`src/rtl/alu_pkg.sv`:
```
`timescale 1ns/1ps
package alu_pkg;
  typedef enum logic [2:0] {
    FN_CLEAR  = 3'b000,
    FN_NASUB  = 3'b001,
    FN_NBSUB  = 3'b010,
    FN_ADD    = 3'b011,
    FN_XOR    = 3'b100,
    FN_OR     = 3'b101,
    FN_AND    = 3'b110,
    FN_PRESET = 3'b111
  } aluFnE;

  typedef enum logic [1:0] {
    BIT_XOR = 2'd0,
    BIT_OR  = 2'd1,
    BIT_AND = 2'd2
  } bitOpE;

  typedef struct packed {
    logic  invA;
    logic  invB;
    logic  arithEn;
    logic  constEn;
    logic  constVal;
    bitOpE bitOp;
  } aluStrobeT;
endpackage

```
`src/rtl/alu_ctrl.sv`:
```
`timescale 1ns/1ps
module alu_ctrl
  import alu_pkg::*;
(
  input  logic [2:0] funcSel,
  output aluStrobeT  strobe
);
  always_comb begin
    strobe = '{invA: 1'b0, invB: 1'b0, arithEn: 1'b0, constEn: 1'b0,
               constVal: 1'b0, bitOp: BIT_XOR};
    unique case (aluFnE'(funcSel))
      FN_CLEAR:  strobe.constEn = 1'b1;
      FN_PRESET: begin strobe.constEn = 1'b1; strobe.constVal = 1'b1; end
      FN_NASUB:  begin strobe.arithEn = 1'b1; strobe.invA = 1'b1; end
      FN_NBSUB:  begin strobe.arithEn = 1'b1; strobe.invB = 1'b1; end
      FN_ADD:    strobe.arithEn = 1'b1;
      FN_XOR:    strobe.bitOp = BIT_XOR;
      FN_OR:     strobe.bitOp = BIT_OR;
      FN_AND:    strobe.bitOp = BIT_AND;
      default:   strobe.constEn = 1'b1;
    endcase
  end
endmodule

```
`src/rtl/alu_datapath.sv`:
```
`timescale 1ns/1ps
module alu_datapath
  import alu_pkg::*;
#(
  parameter int WIDTH = 16
) (
  input  aluStrobeT        strobe,
  input  logic [WIDTH-1:0] aIn,
  input  logic [WIDTH-1:0] bIn,
  input  logic             carryIn,
  output logic [WIDTH-1:0] fOut,
  output logic             carryOut,
  output logic             genN,
  output logic             propN,
  output logic             ovfOut,
  output logic             zeroOut
);
  localparam int MSB = WIDTH - 1;

  logic [WIDTH-1:0] effA, effB, bitGen, bitProp;
  logic [WIDTH-1:0] grpGen, grpProp, sumBits, bitRes;
  logic [WIDTH:0]   carry;

  assign effA = strobe.invA ? ~aIn : aIn;
  assign effB = strobe.invB ? ~bIn : bIn;

  // per-bit terms, one cell per bit position
  for (genvar i = 0; i < WIDTH; i++) begin : g_bit
    assign bitGen[i]  = effA[i] & effB[i];
    assign bitProp[i] = effA[i] | effB[i];
  end

  // prefix generate/propagate; each carry derives from carry-in directly
  always_comb begin
    grpGen[0]  = bitGen[0];
    grpProp[0] = bitProp[0];
    for (int i = 1; i < WIDTH; i++) begin
      grpGen[i]  = bitGen[i] | (bitProp[i] & grpGen[i-1]);
      grpProp[i] = bitProp[i] & grpProp[i-1];
    end
    carry[0] = carryIn;
    for (int i = 0; i < WIDTH; i++)
      carry[i+1] = grpGen[i] | (grpProp[i] & carryIn);
  end

  assign sumBits = effA ^ effB ^ carry[MSB:0];

  always_comb begin
    unique case (strobe.bitOp)
      BIT_OR:  bitRes = aIn | bIn;
      BIT_AND: bitRes = aIn & bIn;
      default: bitRes = aIn ^ bIn;
    endcase
  end

  always_comb begin
    if (strobe.constEn)      fOut = {WIDTH{strobe.constVal}};
    else if (strobe.arithEn) fOut = sumBits;
    else                     fOut = bitRes;
  end

  assign carryOut = strobe.arithEn & carry[WIDTH];
  assign ovfOut   = strobe.arithEn & (carry[WIDTH] ^ carry[MSB]);
  assign genN     = ~(strobe.arithEn & grpGen[MSB]);
  assign propN    = ~(strobe.arithEn & grpProp[MSB]);
  assign zeroOut  = ~|fOut;

  // a full group propagate with carry-in set must yield the sum's carry
  always_comb begin
    if (strobe.arithEn && grpProp[MSB] && carryIn)
      assert_prop_carry_R7: assert (carry[WIDTH] && fOut == (effA + effB + 1'b1));
  end
endmodule

```
`src/rtl/cascade_alu.sv`:
```
`timescale 1ns/1ps
module cascade_alu
  import alu_pkg::*;
#(
  parameter int WIDTH = 16
) (
  input  logic [2:0]       funcSel,
  input  logic [WIDTH-1:0] aIn,
  input  logic [WIDTH-1:0] bIn,
  input  logic             carryIn,
  output logic [WIDTH-1:0] fOut,
  output logic             carryOut,
  output logic             genN,
  output logic             propN,
  output logic             ovfOut,
  output logic             zeroOut
);
  aluStrobeT strobe;

  alu_ctrl u_ctrl (.funcSel(funcSel), .strobe(strobe));

  alu_datapath #(.WIDTH(WIDTH)) u_dp (
    .strobe(strobe), .aIn(aIn), .bIn(bIn), .carryIn(carryIn),
    .fOut(fOut), .carryOut(carryOut), .genN(genN), .propN(propN),
    .ovfOut(ovfOut), .zeroOut(zeroOut)
  );

  logic isArith;
  assign isArith = (funcSel == 3'b001) || (funcSel == 3'b010) || (funcSel == 3'b011);

  always_comb begin
    if (funcSel == 3'b000)
      assert_clear_R1: assert (fOut == '0 && zeroOut);
    if (funcSel == 3'b111)
      assert_preset_R2: assert (fOut == '1 && !zeroOut);
    if (!isArith)
      assert_quiet_flags_R10: assert (!carryOut && !ovfOut && genN && propN);
    if (isArith)
      assert_cascade_R11: assert (carryOut == (!genN || (!propN && carryIn)));
  end
endmodule

```
`config.mk`:
```
export PLATFORM = sky130hd
export DESIGN_NAME = cascade_alu
export DESIGN_NICKNAME = d
export VERILOG_FILES = /design/src/rtl/alu_pkg.sv /design/src/rtl/alu_ctrl.sv /design/src/rtl/alu_datapath.sv /design/src/rtl/cascade_alu.sv
export SDC_FILE = /design/constraint.sdc
export NUM_CORES = 1
export LEC_CHECK = 0
export BUFFER_PORTS_ARGS = -buffer_cell sky130_fd_sc_hd__buf_2
export CORE_MARGIN = 1
export CORE_UTILIZATION = 60
export DETAILED_ROUTE_END_ITERATION = 8
export GPL_TIMING_DRIVEN = 0
export PLACE_DENSITY = 0.88
export SLEW_MARGIN = 20
export SYNTH_ARGS = -nofsm -noshare
export SYNTH_HDL_FRONTEND = slang
export SYNTH_SLANG_ARGS = --single-unit
```
`constraint.sdc`:
```
create_clock -name vclk -period 8.7
set_clock_uncertainty 0.1 [all_clocks]
set_input_delay 0.87 -clock vclk [all_inputs]
set_output_delay 0.87 -clock vclk [all_outputs]
set_load 0.005 [all_outputs]
```
==> flow_summary.ini <==
[run_status]
status = complete, no violations

[yosys]
ys_seq_area_frac = 0
synth_nets = 502
yosys_warnings = 0
syn_area_um2 = 2740
postSynthCellCount = 399
avgSynthCellArea_um2 = 6.87
yosysUniqueCellTypes = 48

[setup_path]
crit_required_ns = 7.73
critPathMaxFanout = 10
end_kind = output pin
critPathLaunch = funcSel[2]
slowest_stage = nor3_2
crit_arrival_ns = 5.28
crit_chain = buf_2 -> buf_1 -> clkbuf_1 -> nor3_2 -> buf_2 -> xnor2_1 -> inv_1 -> ha_1 -> nor3_1 -> nand4_1 -> o21a_1 -> a21oi_1 -> o31ai_1 -> nor4_1 -> nand4bb_1 -> nor4b_2 -> buf_2
critPathMaxStageDelay_ns = 0.68
cp-start-kind = input port
crit_top_cell = buf_2
critPathKind = in -> out

[drt]
drc_errors = 0
drt_wl_total_um = 7230
vias = 2883
firstDrtPassIters = 5
via_per_inst = 5.70
drt_iter0_markers = 236
postRouteAntennaNets = 0
wire_per_inst_um = 14.3

[grt]
groute.usage.overall = 0.300
grt_pass1_wl_um = 12200
grt_overflow = 0
antenna_found_initial = 0
grt_max_degree = 11
grt_pass1_vias = 2805

[clock_tree]
ctsResizeCount = 0
cts_hold_buffers = 0
post-cts-setup-buffer-count = 0

[place]
post_dp_cell_area_um2 = 3080
place_hpwl_um = 6040
routabilityCongestion = 0.932
dp.cells = 506
io_buffers = 55

[cells_and_area]
fin_nets = 559
final_cell_count_no_fill = 506
register_area_um2 = 0
clkbuf_count = 0
areaGrowthSynthToFinish_pct = 12.4
fin_area_um2 = 3080
final_layout_size_suffix_gt1_frac = 0.159
layout_common_cells = 87 x inv_1, 66 x ha_1, 61 x buf_2, 38 x xnor2_1, 27 x nand2_1
layout_commonest_cell = inv_1
seq_cells = 0
n_antenna_cell = 0

[floorplan]
rows = 24
core_area_um2 = 4380
io_pins = 57
die_w_um = 69.6
start_util = 0.625
die_h_um = 69.6
dieArea_um2 = 4840

[sta]
period_share = 0.718
relSlewSlack = 0.455
slew_violations = 0
period_needed_ns = 6.25
tightestPinTransition_ns = 0.808
fmax_mhz = 160
tns_ns = 0
hold_viol = 0
setup_violations = 0
rsz0062_at_grt = no

[run]
maxCapViolCount = 0

[hold_path]
hp-class = in -> out
hold_start = funcSel[0]

[pwr]
power.leakage_uw = 0.00166
finalPower_uw = 239
vdd_drop_max_mv = 0.0538
power.density_nw_per_um2 = 77.5
[critical path, delay by kind of cell]
family	cells	cell delay, ns
and+or+nand+nor	6	2.16
buffers and inverters	6	1.39
AOI/OAI and AO/OA	3	0.42
adders and majority gates	1	0.23
xor gates and xnor gates	1	0.21
[layer usage]
| layer | up-vias | GRT usage | part of all wire |
|---|---|---|---|
| met3 | 20 | 0.0160 | 0.063 |
| met4 | 0 | 0.104 | 0.021 |
| li1 | 1430 | - | - |
| met1 | 1306 | 0.393 | 0.44 |
| met2 | 127 | 0.520 | 0.48 |
| met5 | - | 0 | 0 |
[cell families after synthesis]
| logic type | after synthesis | share of synthesized area |
|---|---|---|
| compound gates | 86 | 0.212 |
| buf+inv | 101 | 0.146 |
| xor+xnor | 45 | 0.144 |
| fa+ha+maj | 67 | 0.309 |
| simple gates | 100 | 0.190 |
[cells in the mapped netlist (all sizes together) (2+ instances only)]
library cell | n | share of area
and3 | 2 | 0.0046
nand2b | 9 | 0.021
o21a | 4 | 0.011
clkbuf | 4 | 0.0055
o211ai | 5 | 0.014
nand3 | 3 | 0.0055
a21oi | 23 | 0.042
o22ai | 4 | 0.0091
o31ai | 2 | 0.0055
xor2 | 7 | 0.022
ha | 66 | 0.30
nand2 | 27 | 0.037
o21ai | 18 | 0.033
nor3 | 12 | 0.026
nor4 | 2 | 0.0046
a22oi | 7 | 0.021
a211oi | 7 | 0.021
inv | 89 | 0.12
nor4b | 2 | 0.011
a221oi | 5 | 0.016
nor2 | 26 | 0.038
a221o | 4 | 0.015
buf | 8 | 0.016
nor2b | 8 | 0.018
or3 | 3 | 0.0068
xnor2 | 38 | 0.12
nand4 | 2 | 0.0046
[through the flow]
step | setup WS (ns) | hold slack (ns) | utilization
2_1_floorplan | 3.50 | 1.90 | -
3_3_place_gp | 2.67 | 2.03 | 0.703
3_5_place_dp | 2.63 | 2.03 | 0.703
4_1_cts | 2.61 | 2.04 | 0.703
5_1_grt | 2.16 | 2.06 | 0.703
6_report | 2.45 | 2.04 | 0.703
[cell type report]
class / instances / area (um2)
Multi-Input combinational cell: 298 / 2340
Fill cell: 377 / 1300
Tap cell: 52 / 65.1
Buffer: 12 / 60.1
Inverter: 89 / 339
Timing Repair Buffer: 55 / 275
[power by group]
part / total (uW) / switching [uW] / internal, uW
Clock: 0 / 0 / 0
Sequential: 0 / 0 / 0
Combinational: 239 / 137 / 102
[path summary, 6_finish.rpt]
| path | to | slack [ns] | depth (start not counted) |
|---|---|---|---|
| worst max-delay path | zeroOut | 2.45 | 17 |
| worst min-delay path | fOut[1] | 2.04 | 4 |
Power figures use the tool's default switching activity.
